$ cat src/rtl/pca_pkg.sv
// Shared types, constants and the resolution-mask function of the
// counter array. Assumes a 16-bit data path and an 8-bit frequency byte.
package pca_pkg;

    localparam int CNT_W    = 16;
    localparam int FREQ_W   = 8;
    localparam int OVF_BIT  = 15;

    // register word addresses
    localparam int REG_CTRL  = 0;
    localparam int REG_COUNT = 1;
    localparam int REG_FLAGS = 2;
    localparam int CH_STRIDE = 4;
    localparam int CH_CFG    = 0;
    localparam int CH_CMP    = 1;
    localparam int CH_CAP    = 2;

    typedef enum logic [2:0] {
        MODE_OFF     = 3'd0,
        MODE_CAPTURE = 3'd1,
        MODE_TIMER   = 3'd2,
        MODE_TOGGLE  = 3'd3,
        MODE_FREQ    = 3'd4,
        MODE_PWM     = 3'd5
    } ch_mode_t;

    typedef struct packed {
        logic [5:0] spare;
        logic       invert;
        logic       centre;
        logic [2:0] res;
        logic       fall;
        logic       rise;
        ch_mode_t   mode;
    } ch_cfg_t;

    // low-bit mask for a PWM resolution code
    function automatic logic [CNT_W-1:0] res_mask(input logic [2:0] code);
        int bits;
        case (code)
            3'd0:    bits = 8;
            3'd1:    bits = 9;
            3'd2:    bits = 10;
            3'd3:    bits = 11;
            default: bits = CNT_W;
        endcase
        res_mask = (bits >= CNT_W) ? '1 : CNT_W'((32'd1 << bits) - 32'd1);
    endfunction

endpackage

$ cat src/rtl/pca_sync.sv
// Two-stage synchroniser for asynchronous inputs.
// Assumes each bit is independent; adds two cycles of latency.
module pca_sync #(
    parameter int W = 1
) (
    input  logic         clk,
    input  logic         rst_n,
    input  logic [W-1:0] d,
    output logic [W-1:0] q
);
    logic [W-1:0] s1;

    // two flops in series per bit
    always_ff @(posedge clk) begin
        if (!rst_n) begin
            s1 <= '0;
            q  <= '0;
        end else begin
            s1 <= d;
            q  <= s1;
        end
    end
endmodule

$ cat src/rtl/pca_timebase.sv
// Shared counter with clock-source selection and prescaler.
// adv marks a cycle whose edge increments the counter; step marks the
// cycle after, in which the new count is visible. A load has priority.
module pca_timebase
    import pca_pkg::*;
#(
    parameter int DIV_W = 8
) (
    input  logic             clk,
    input  logic             rst_n,
    input  logic             run,
    input  logic [1:0]       src,
    input  logic [DIV_W-1:0] div,
    input  logic             restart,
    input  logic             ext_s,
    input  logic             load,
    input  logic [CNT_W-1:0] load_val,
    output logic [CNT_W-1:0] cnt,
    output logic             adv,
    output logic             step
);
    logic             ext_q;
    logic [DIV_W-1:0] pre_q;
    logic             pre_hit;
    logic             tick;

    assign pre_hit = (pre_q == div);

    // pick the tick source
    always_comb begin
        case (src)
            2'd0:    tick = 1'b1;
            2'd1:    tick = pre_hit;
            2'd2:    tick = ext_s & ~ext_q;
            default: tick = 1'b0;
        endcase
    end

    assign adv = run & tick & ~load;

    // prescaler: counts 0..div, restarts on control writes
    always_ff @(posedge clk) begin
        if (!rst_n || restart || !run || src != 2'd1) pre_q <= '0;
        else if (pre_hit)                               pre_q <= '0;
        else                                            pre_q <= pre_q + 1'b1;
    end

    // edge memory of the synchronised external tick
    always_ff @(posedge clk) begin
        if (!rst_n) ext_q <= 1'b0;
        else        ext_q <= ext_s;
    end

    // counter and step marker
    always_ff @(posedge clk) begin
        if (!rst_n) begin
            cnt  <= '0;
            step <= 1'b0;
        end else begin
            step <= adv;
            if (load)     cnt <= load_val;
            else if (adv) cnt <= cnt + 1'b1;
        end
    end
endmodule

$ cat src/rtl/pca_channel.sv
// One capture/compare channel. Holds its setup word, a shadow and an
// active compare value, the captured count and a toggle state.
// Assumes cap_s is already synchronised; kill acts combinationally.
module pca_channel
    import pca_pkg::*;
(
    input  logic             clk,
    input  logic             rst_n,
    input  logic             cfg_wr,
    input  logic             cmp_wr,
    input  logic [CNT_W-1:0] wdata,
    input  logic [CNT_W-1:0] cnt,
    input  logic             adv,
    input  logic             step,
    input  logic             cap_s,
    input  logic             kill,
    output ch_cfg_t          cfg_o,
    output logic [CNT_W-1:0] cmp_o,
    output logic [CNT_W-1:0] cap_o,
    output logic             event_o,
    output logic             out_o
);
    ch_cfg_t          cfg_q;
    logic [CNT_W-1:0] sh_q, act_q, cap_q;
    logic [CNT_W-1:0] mask, v, c, fold;
    logic             cap_prev, tog_q;
    logic             period_end, hit, hit_lo, cap_ev, pwm_on, wave;

    assign mask       = res_mask(cfg_q.res);
    assign v          = cnt & mask;
    assign c          = act_q & mask;
    assign period_end = adv && (v == mask);
    assign hit        = step && (cnt == act_q);
    assign hit_lo     = step && (cnt[FREQ_W-1:0] == act_q[FREQ_W-1:0]);
    assign cap_ev     = (cfg_q.mode == MODE_CAPTURE) &&
                        ((cfg_q.rise && cap_s && !cap_prev) ||
                         (cfg_q.fall && !cap_s && cap_prev));
    assign fold       = (v > (mask >> 1)) ? (mask - v) : v;
    assign pwm_on     = cfg_q.centre ? ({fold, 1'b0} < {1'b0, c}) : (v < c);

    // setup word
    always_ff @(posedge clk) begin
        if (!rst_n)      cfg_q <= '0;
        else if (cfg_wr) cfg_q <= ch_cfg_t'(wdata);
    end

    // shadow/active compare values, PWM reload and frequency advance
    always_ff @(posedge clk) begin
        if (!rst_n) begin
            sh_q  <= '0;
            act_q <= '0;
        end else if (cmp_wr) begin
            sh_q <= wdata;
            if (cfg_q.mode != MODE_PWM) act_q <= wdata;
        end else if (cfg_q.mode == MODE_PWM && period_end) begin
            act_q <= sh_q;
        end else if (cfg_q.mode == MODE_FREQ && hit_lo) begin
            act_q[FREQ_W-1:0] <= act_q[FREQ_W-1:0] + act_q[2*FREQ_W-1:FREQ_W];
        end
    end

    // capture edge memory and captured count
    always_ff @(posedge clk) begin
        if (!rst_n) begin
            cap_prev <= 1'b0;
            cap_q    <= '0;
        end else begin
            cap_prev <= cap_s;
            if (cap_ev) cap_q <= cnt;
        end
    end

    // toggle state for toggle and square-wave modes
    always_ff @(posedge clk) begin
        if (!rst_n || cfg_wr)                          tog_q <= 1'b0;
        else if (cfg_q.mode == MODE_TOGGLE && hit)     tog_q <= ~tog_q;
        else if (cfg_q.mode == MODE_FREQ && hit_lo)    tog_q <= ~tog_q;
    end

    // waveform selection per mode, kill applied to PWM only
    always_comb begin
        case (cfg_q.mode)
            MODE_PWM:                wave = pwm_on & ~kill;
            MODE_TOGGLE, MODE_FREQ:  wave = tog_q;
            default:                 wave = 1'b0;
        endcase
    end

    assign out_o   = wave ^ cfg_q.invert;
    assign event_o = cap_ev ||
                     ((cfg_q.mode == MODE_TIMER || cfg_q.mode == MODE_TOGGLE) && hit);
    assign cfg_o   = cfg_q;
    assign cmp_o   = act_q;
    assign cap_o   = cap_q;
endmodule

$ cat src/rtl/pca_core.sv
// Top of the counter array: register port, control and flag registers,
// the shared timebase and N_CH channels. Assumes N_CH < OVF_BIT and
// DIV_W <= 8 so the control and flag words hold every field.
module pca_core
    import pca_pkg::*;
#(
    parameter  int N_CH   = 6,
    parameter  int DIV_W  = 8,
    localparam int ADDR_W = $clog2(CH_STRIDE * (N_CH + 1))
) (
    input  logic              clk,
    input  logic              rst_n,
    input  logic              wr_en,
    input  logic [ADDR_W-1:0] addr,
    input  logic [CNT_W-1:0]  wdata,
    output logic [CNT_W-1:0]  rdata,
    input  logic              ext_tick,
    input  logic [N_CH-1:0]   cap_in,
    input  logic              kill,
    output logic [N_CH-1:0]   ch_out
);
    logic             run_q;
    logic [1:0]       src_q;
    logic [DIV_W-1:0] div_q;
    logic [CNT_W-1:0] flags_q, set_vec;
    logic             ctrl_wr, cnt_wr, flag_wr;
    logic [CNT_W-1:0] cnt;
    logic             adv, step, ext_s, ovf_set;
    logic [N_CH-1:0]  cap_s, ev, pwm_mask, inv_mask;
    ch_cfg_t          cfg_w [N_CH];
    logic [CNT_W-1:0] cmp_w [N_CH];
    logic [CNT_W-1:0] cap_w [N_CH];

    assign ctrl_wr = wr_en && addr == ADDR_W'(REG_CTRL);
    assign cnt_wr  = wr_en && addr == ADDR_W'(REG_COUNT);
    assign flag_wr = wr_en && addr == ADDR_W'(REG_FLAGS);
    assign ovf_set = adv && (&cnt);

    pca_sync #(.W(N_CH + 1)) u_sync (
        .clk(clk), .rst_n(rst_n), .d({ext_tick, cap_in}), .q({ext_s, cap_s})
    );

    pca_timebase #(.DIV_W(DIV_W)) u_tb (
        .clk(clk), .rst_n(rst_n), .run(run_q), .src(src_q), .div(div_q),
        .restart(ctrl_wr), .ext_s(ext_s), .load(cnt_wr), .load_val(wdata),
        .cnt(cnt), .adv(adv), .step(step)
    );

    for (genvar i = 0; i < N_CH; i++) begin : g_ch
        localparam logic [ADDR_W-1:0] CFG_A = ADDR_W'(CH_STRIDE * (i + 1) + CH_CFG);
        localparam logic [ADDR_W-1:0] CMP_A = ADDR_W'(CH_STRIDE * (i + 1) + CH_CMP);
        pca_channel u_ch (
            .clk(clk), .rst_n(rst_n),
            .cfg_wr(wr_en && addr == CFG_A), .cmp_wr(wr_en && addr == CMP_A),
            .wdata(wdata), .cnt(cnt), .adv(adv), .step(step),
            .cap_s(cap_s[i]), .kill(kill),
            .cfg_o(cfg_w[i]), .cmp_o(cmp_w[i]), .cap_o(cap_w[i]),
            .event_o(ev[i]), .out_o(ch_out[i])
        );
        assign pwm_mask[i] = (cfg_w[i].mode == MODE_PWM);
        assign inv_mask[i] = cfg_w[i].invert;
    end

    // control register
    always_ff @(posedge clk) begin
        if (!rst_n) begin
            run_q <= 1'b0;
            src_q <= 2'd0;
            div_q <= '0;
        end else if (ctrl_wr) begin
            run_q <= wdata[0];
            src_q <= wdata[2:1];
            div_q <= wdata[8 +: DIV_W];
        end
    end

    // flag set sources
    always_comb begin
        set_vec             = '0;
        set_vec[OVF_BIT]    = ovf_set;
        set_vec[N_CH-1:0]   = ev;
    end

    // sticky flags, write one to clear, a new set wins
    always_ff @(posedge clk) begin
        if (!rst_n) flags_q <= '0;
        else        flags_q <= (flags_q & ~(flag_wr ? wdata : '0)) | set_vec;
    end

    // combinational read mux
    always_comb begin
        rdata = '0;
        if (addr == ADDR_W'(REG_CTRL)) begin
            rdata[0]          = run_q;
            rdata[2:1]        = src_q;
            rdata[8 +: DIV_W] = div_q;
        end else if (addr == ADDR_W'(REG_COUNT)) begin
            rdata = cnt;
        end else if (addr == ADDR_W'(REG_FLAGS)) begin
            rdata = flags_q;
        end
        for (int i = 0; i < N_CH; i++) begin
            if (addr == ADDR_W'(CH_STRIDE * (i + 1) + CH_CFG)) rdata = cfg_w[i];
            if (addr == ADDR_W'(CH_STRIDE * (i + 1) + CH_CMP)) rdata = cmp_w[i];
            if (addr == ADDR_W'(CH_STRIDE * (i + 1) + CH_CAP)) rdata = cap_w[i];
        end
    end
endmodule

$ cat config.mk
export PLATFORM = sky130hd
export DESIGN_NAME = pca_core
export DESIGN_NICKNAME = d
export VERILOG_FILES = /design/src/rtl/pca_pkg.sv /design/src/rtl/pca_sync.sv /design/src/rtl/pca_timebase.sv /design/src/rtl/pca_channel.sv /design/src/rtl/pca_core.sv
export SDC_FILE = /design/constraint.sdc
export NUM_CORES = 2
export LEC_CHECK = 0
export BUFFER_PORTS_ARGS = -buffer_cell sky130_fd_sc_hd__buf_2
export CAP_MARGIN = 10
export CORE_MARGIN = 2
export CORE_UTILIZATION = 60
export CTS_BUF_LIST = sky130_fd_sc_hd__clkbuf_8
export DETAILED_ROUTE_END_ITERATION = 8
export PLACE_DENSITY = 0.87
export SLEW_MARGIN = 20
export SYNTH_ARGS = -nofsm -noshare
export SYNTH_HDL_FRONTEND = slang
export SYNTH_SLANG_ARGS = --single-unit
$ cat constraint.sdc
create_clock -name clk -period 5.5 [get_ports clk]
set_input_delay 0.825 -clock clk [delete_from_list [all_inputs] [get_ports clk]]
set_output_delay 0.825 -clock clk [all_outputs]
set_load 0.02 [all_outputs]
Word-level counts from Yosys, hierarchy flattened
Cells that the tools add are included.

word-level totals
  bits in latches = 0
  input port bits = 32
  word-level logic and storage cells = 554
  memories = 0
  memory bits (writable) = 0
  ROM bits = 0
  bits in registers = 463

operators by class
  shifts and indexed selects = 6
  bitwise operators = 39
  equality and inequality tests = 102
  div/mod/pow operators = 0
  reductions and logical operators = 176
  multiply operators = 0
  $add $sub $neg = 20
  mux-type cells = 99
  magnitude comparators = 24

operator list
  cell                                                      count
  2-to-1 mux 16 bit                                         47
  AND 16 bit                                                13
  == test 16 bit                                            12
  2-to-1 mux 8 bit                                          19
  case mux 5 bit (4 select lines)                           6
  < comparator 17 x 16 -> 1 bit                             6
  greater-than comparator 16 x 15 -> 1 bit                  6
  < comparator 16 bit                                       6
  << shifter 1 x 5 -> 16 bit, first input constant          6
  subtractor 16 x 1 -> 16 bit, second input constant        6
  subtractor 16 bit                                         6
  logical AND 1 bit                                         88
  == test 3 x 2 -> 1 bit, second input constant             24
  == test 8 bit                                             7
  adder 8 bit                                               6
  == test 5 bit, second input constant                      9
  == test 3 x 1 -> 1 bit, second input constant             12
  == test 3 bit, second input constant                      12
  == test 5 x 4 -> 1 bit, second input constant             6
  greater-or-equal comparator 5 bit, second input constant  6
  logical OR 1 bit                                          27
  nonzero test 2 bit                                        13
  AND reduction 2 bit                                       12
  logical NOT 3 bit                                         6
  26 further kinds                                          105

Depth between registers and ports, before layout
  word-level depth = 22
  gate-level depth with buffers = 23
  depth with buffers taken out = 18

By module
Synthesis repeated with hierarchy kept, for this count alone.

unflattened totals
  cell total of the unflattened synthesis = 4045
  area total of the unflattened synthesis = 34221.6 um^2

by module, submodules not included
  module                           area each (um^2)  times used  cells an instance  sequential area each (um^2)
  pca_channel at g_ch[1].u_ch ...  4619.4            4           522                1321.3
  pca_core                         4698.3            1           721                540.5
  pca_channel at g_ch[3].u_ch      4631.9            1           520                1321.3
  pca_channel at g_ch[0].u_ch      4571.9            1           510                1321.3
  pca_timebase                     1450.1            1           177                520.5
  pca_sync                         391.6             1           29                 280.3

Worst setup path after synthesis
No wires, ideal clock.

  path type = register to output
  start point = reg u_tb.cnt[8]
  end point = out ch_out[1]
  arrival = 4872 ps
  cell stages (with the launch flop) = 22
  path buffers = 5
  setup slack = -197 ps
  path through = dfxtp_1 > clkbuf_1 > clkbuf_1 > buf_1 > clkbuf_1 > nor2b_1 > ha_1 > and4_1 > nand4_1 > o211ai_1 > o22ai_1 > a21boi_0 > mux2i_1 > nand2_1 > ha_1 > or4b_2 > a21oi_1 > o21ai_0 > a311oi_1 > a211oi_1 > xnor2_1 > buf_4

on the way
  longest elaborated chain between the ends = 8
  elaborated cells on any way between the ends = 10

RTL lines
  what                                                                           line                text
  start, declared                                                                pca_timebase.sv:18  output logic [CNT_W-1:0] cnt,
  start signal, assigned                                                         pca_timebase.sv:61  if (load) cnt <= load_val;
  start signal, assigned                                                         pca_timebase.sv:62  else if (adv) cnt <= cnt + 1'b1;
  AND 16 bit *                                                                   pca_channel.sv:30   assign v = cnt & mask;
  subtractor 16 bit or greater-than comparator 16 x 15 -> 1 bit (tied branches)  pca_channel.sv:38   assign fold = (v > (mask >> 1)) ? (mask - v) : v;
  2-to-1 mux 16 bit                                                              pca_channel.sv:38
  < comparator 17 x 16 -> 1 bit                                                  pca_channel.sv:39   assign pwm_on = cfg_q.centre ? ({fold, 1'b0} < {1'b0, c}) : (v < c);
  2-to-1 mux 1 bit *                                                             pca_channel.sv:39
  AND 1 bit *                                                                    pca_channel.sv:83   MODE_PWM: wave = pwm_on & ~kill;
  case mux 1 bit (2 select lines) *                                              pca_channel.sv:82   case (cfg_q.mode)
  XOR 1 bit *                                                                    pca_channel.sv:89   assign out_o = wave ^ cfg_q.invert;
  end, declared                                                                  pca_core.sv:20      output logic [N_CH-1:0] ch_out

Mark *: on every way between the ends. The rest lies on a longest branch, timed or not.

Worst setup path in the final report
  start point = reg g_ch[3].u_ch.cfg_q, in the netlist g_ch[3].u_ch.cfg_o[6]
  end point = out ch_out[3]

on the way
  longest elaborated chain between the ends = 13
  elaborated cells on any way between the ends = 20

RTL lines
  what                                                                           line               text
  start, declared                                                                pca_channel.sv:23  ch_cfg_t cfg_q;
  start signal, assigned                                                         pca_channel.sv:44  else if (cfg_wr) cfg_q <= ch_cfg_t'(wdata);
  == test 3 x 2 -> 1 bit, or another cell as far along                           pca_pkg.sv:40      case (code)
  case mux 5 bit (4 select lines) *                                              pca_pkg.sv:40
  << shifter 1 x 5 -> 16 bit                                                     pca_pkg.sv:47      res_mask = (bits >= CNT_W) ? '1 : CNT_W'((32'd1 << bits) - 32'd1);
  subtractor 16 x 1 -> 16 bit                                                    pca_pkg.sv:47
  2-to-1 mux 16 bit *                                                            pca_pkg.sv:47
  AND 16 bit                                                                     pca_channel.sv:30
  subtractor 16 bit or greater-than comparator 16 x 15 -> 1 bit (tied branches)  pca_channel.sv:38
  2-to-1 mux 16 bit                                                              pca_channel.sv:38
  < comparator 17 x 16 -> 1 bit                                                  pca_channel.sv:39
  2-to-1 mux 1 bit *                                                             pca_channel.sv:39
  AND 1 bit *                                                                    pca_channel.sv:83
  case mux 1 bit (2 select lines) *                                              pca_channel.sv:82
  XOR 1 bit *                                                                    pca_channel.sv:89

Marked as above.

==> qor.txt <==
==================================================================================
Number of enable-type register cells in the synthesized netlist                  0
End of the worst hold path                                            u_sync.s1[1]
Netlist Area Pre-Place                                                0.03153 mm^2
Power, Total                                                               7636 uW
Final clock skew                                                          34.00 ps
Routed WL per cell                                                        28.15 um
Highest Signal Layer                                                          met5
Number of buffers created by CTS                                                83
Achievable clock frequency                                              0.1794 GHz
Worst setup SP type                                                      flip-flop
Most used flip-flop cell after synthesis                              sky130_fd_sc_hd__dfxtp_1
Core Box Area                                                         0.05224 mm^2
Antenna violations before repair                                                 7
Worst max-slew margin expressed relative to the limit                       15.01%
Die area                                                              0.05440 mm^2
X dimension of the die                                                    233.2 um
Cell type with the highest occurrence count on the critical path      sky130_fd_sc_hd__buf_6
Largest net degree at the start of global routing                              151
Final setup fails                                                                2
Crit end category                                                     primary output
Global-route wire length before repair                                  193,500 um
Slack of the critical path                                               -74.55 ps
Wire length on met3                                                      19,740 um
Root buffer selected by CTS                                           sky130_fd_sc_hd__clkbuf_8
Leading post-synthesis cells by instance count                        sky130_fd_sc_hd__nand2_1 (548), sky130_fd_sc_hd__dfxtp_1 (463), sky130_fd_sc_hd__nor2_1 (358)
Dominant cell by count in the synthesized netlist                     sky130_fd_sc_hd__nand2_1
Buffers on Ports                                                                53
Final estimated routing congestion in global placement                       1.070
Layout Utilization                                                          69.11%
Peak supply drop                                                         0.2594 mV
Cell type contributing the most total cell area after synthesis       sky130_fd_sc_hd__dfxtp_1
Post-route antenna net violation count                                           0
Status                                                                complete, but fails checks
Row count                                                                       84
Hold buffer count at CTS                                                         0
HPWL Detailed                                                            89,850 um
Highest cell delay on the worst timing path                                 390 ps
Number of fill cells                                                         4,224
Cell types occupying the most area after synthesis                    sky130_fd_sc_hd__dfxtp_1 (29%), sky130_fd_sc_hd__ha_1 (11%), sky130_fd_sc_hd__nand2_1 (6.5%), sky130_fd_sc_hd__mux2i_1 (5.8%), sky130_fd_sc_hd__a21oi_1 (5.3%)
Number of global-route vias before repair                                   30,190
Buffer and inverter count on the worst path                                      5
Drc violations                                                                   0
Final global-route overflow total                                                0
Total global-route track usage                                              48.13%
Static leakage                                                          0.01442 uW
DR WL met2                                                               53,700 um
Clock latency of the later-clocked register in the worst-skew pair          740 ps
Failing checks                                                        setup timing
Portion of the post-synthesis area used by sequential elements              29.40%
Post-route clock period utilization                                         101.4%
Met1 layer wirelength in the final routing                               49,620 um
Count of mapped cells out of synthesis                                       4,022
Async set or reset register ratio after synthesis                               0%
Area Overhead vs Synth                                                      14.50%
First-pass iteration count of the detailed router                                9
Max Buffers Root-to-Sink                                                         3
Cell with the largest stage delay on the worst path                   sky130_fd_sc_hd__dfxtp_4
Data required time of the critical path                                    4680 ps
Min-Delay Path Depth                                                             2
Detailed router's first-iteration violation count                            5,014
Source of the worst register-to-register timing path                   u_tb.cnt[6]
Count of clock tree sinks                                                      463
Count of boundary I/O pins                                                      54
Die extent in y                                                           233.2 um
Min-Delay Startpoint                                                     cap_in[1]
Worst r2r dst                                                         g_ch[0].u_ch.cmp_o[0]
Post-layout min period                                                     5575 ps
Maximum Capacitance Violations                                                   0
Avg Cell Area, Syn                                                      7.839 um^2
Number of placed cells counting well taps                                    4,620
Initial standard-cell utilization of the core                               60.36%
Number of H-tree branching levels                                                3
Final standard cell count with taps included and fillers excluded            4,845
Synthesis-stage register bit count                                             463
Number of warnings reported in the yosys synthesis log                           0
Clock-pin slew on the worst setup and hold paths                             60 ps
CTS tree                                                                      done
Unrepaired setup endpoints after global routing                               true
Arrival time of data at the critical path endpoint                         4750 ps
Peak fanout along the critical path                                              6
Worst R2R Setup Slack                                                      1720 ps
Nets@finish                                                                  4,412
Top-area cell type share of the netlist area                                29.40%
Slew at the pin closest to its max-slew limit                              1275 ps
Total power density per cell area                                     211.5 mW/mm^2
Share of final-layout standard cells stronger than drive strength 1         14.67%
Total length of routed wires                                            136,400 um
Beginning of the critical path                                        g_ch[3].u_ch.cfg_o[6]
Final number of hold-violating endpoints                                         0
Combined area of the multi-input logic cells                          0.02138 mm^2
Design area                                                           0.03610 mm^2
Number of cell instances on the worst register-to-register path                 10
Setup CP Type                                                         flip-flop to primary output
Cell chain of the critical path                                       nor3_4 > buf_6 > nor2b_4 > ha_4 > a211o_1 > a211oi_2 > a211oi_4 > a21oi_4 > buf_6 > buf_4 > xor2_1 > nor2_1 > ha_1 > o21a_1 > o21a_1 > o2111ai_1 > a31oi_1 > a211oi_2 > a221oi_2 > xnor2_1 > buf_4 > buf_6
Via density per instance                                                     6.835
Register Area                                                         0.009338 mm^2
Family of cells with the greatest summed delay on the critical path   compound AO/OA/AOI/OAI gates
Total vias in the final route                                               33,120
Cell variety after synth                                                        92
Instance area at placement                                            0.03274 mm^2
Worst hold-check path type                                            primary input to flip-flop
Number of slew-limit violations in the final report                              0
==================================================================================
## power by group
part	internal, uW	switching (uW)	leakage, uW
Clock	1850	1630	0.000992
Sequential	3370	22.1	0.00375
Combinational	223	540	0.00968
## registers in the layout, summed over array words and instances, names as in the netlist
name / flops
div_q: 8
flags_q: 16
g_ch.u_ch.cap_o: 96
g_ch.u_ch.cap_prev: 6
g_ch.u_ch.cfg_o: 96
g_ch.u_ch.cmp_o: 96
g_ch.u_ch.sh_q: 96
g_ch.u_ch.tog_q: 6
run_q: 1
src_q: 2
u_sync.q: 7
u_sync.s1: 7
u_tb.cnt: 16
u_tb.ext_q: 1
u_tb.pre_q: 8
u_tb.step: 1
## cell usage in the layout (no fill, tap or decap), types with 20 or more instances in the layout
| cell type | Yosys | layout |
|---|---|---|
| sky130_fd_sc_hd__buf_4 | 11 | 194 |
| sky130_fd_sc_hd__o21bai_1 | 22 | 22 |
| sky130_fd_sc_hd__nor2_1 | 358 | 347 |
| sky130_fd_sc_hd__inv_1 | 132 | 155 |
| sky130_fd_sc_hd__a21oi_1 | 333 | 317 |
| sky130_fd_sc_hd__nand3_1 | 100 | 96 |
| sky130_fd_sc_hd__a21o_1 | 37 | 37 |
| sky130_fd_sc_hd__clkbuf_8 | 0 | 96 |
| sky130_fd_sc_hd__nor2b_1 | 57 | 44 |
| sky130_fd_sc_hd__o31ai_1 | 39 | 38 |
| sky130_fd_sc_hd__o221ai_1 | 25 | 23 |
| sky130_fd_sc_hd__a211oi_1 | 31 | 26 |
| sky130_fd_sc_hd__mux2i_1 | 183 | 181 |
| sky130_fd_sc_hd__dfxtp_1 | 463 | 434 |
| sky130_fd_sc_hd__a22oi_1 | 24 | 24 |
| sky130_fd_sc_hd__o211ai_1 | 50 | 50 |
| sky130_fd_sc_hd__xor2_1 | 87 | 86 |
| sky130_fd_sc_hd__o21ai_0 | 195 | 180 |
| sky130_fd_sc_hd__a221oi_1 | 27 | 24 |
| sky130_fd_sc_hd__and2_1 | 46 | 45 |
| sky130_fd_sc_hd__nand2b_1 | 39 | 39 |
| sky130_fd_sc_hd__nand2_1 | 548 | 547 |
| sky130_fd_sc_hd__nor3_1 | 66 | 55 |
| sky130_fd_sc_hd__o22ai_1 | 48 | 46 |
| sky130_fd_sc_hd__ha_1 | 285 | 270 |
| sky130_fd_sc_hd__nand4_1 | 48 | 48 |
| sky130_fd_sc_hd__nor4_1 | 23 | 20 |
| sky130_fd_sc_hd__o21a_1 | 21 | 21 |
| sky130_fd_sc_hd__xnor2_1 | 106 | 103 |
| sky130_fd_sc_hd__a31oi_1 | 39 | 38 |
| sky130_fd_sc_hd__conb_1 | 2 | 30 |
| sky130_fd_sc_hd__mux2_2 | 23 | 23 |
| sky130_fd_sc_hd__buf_2 | 48 | 46 |
## cell families (layout without fill, tap and decap cells)
group                      after synthesis  in the layout  share of synthesized area, %
muxes                                  207            207                         6.679
buffers and inverters                  457            559                         5.786
and+or+nand+nor                       1373           1373                         19.81
xor gates and xnor gates               193            193                         5.362
DFF                                    463            463                         29.40
adders and majority gates              291            291                         11.69
AOI/OAI and AO/OA                     1036           1036                         21.25
other                                    2             35                       0.02382
## area by class of cell
type / instances / area share (%)
Multi-Input combinational cell: 3130 / 59.24
Sequential cell: 463 / 25.87
Timing Repair Buffer: 277 / 6.263
Clock buffer: 96 / 3.660
Tap cell: 688 / 2.385
Inverter: 134 / 1.414
Clock inverter: 52 / 1.140
Antenna cell: 5 / 0.03466
## through the flow
step | setup slack, ps | hold slack, ps | TNS (ps)
global placement | -109.7 | 413.3 | -109.7
global route | -265.1 | 311.9 | -847.3
detailed placement | -120.1 | 419.9 | -120.1
finish | -74.55 | 319.7 | -134.4
floorplan | 1.775 | 408.5 | 0
CTS | -13.10 | 302.0 | -13.10
## per-layer routing
layer	vias up	GRT usage (%)
met5	-	0
met4	6	37.46
met3	733	15.53
met2	2476	67.34
met1	15490	60.75
li1	14420	-
## what timing repair did
action / in CTS / in global routing
setup buffers: 27 / 43
resized for setup: 92 / 141
gates cloned: 0 / 3
pin swaps: 28 / 77
setup endpoints to repair: 6 / 6
## how the worst max path moves through the flow
stage | end | slack (ps) | cells past startpoint
global placement | ch_out[3] | -110 | 19
floorplan | ch_out[0] | 2 | 22
finish | ch_out[3] | -70 | 22
detailed placement | ch_out[3] | -120 | 19
global route | ch_out[3] | -270 | 22
CTS | ch_out[3] | -10 | 22
Power figures use the tool's default switching activity.
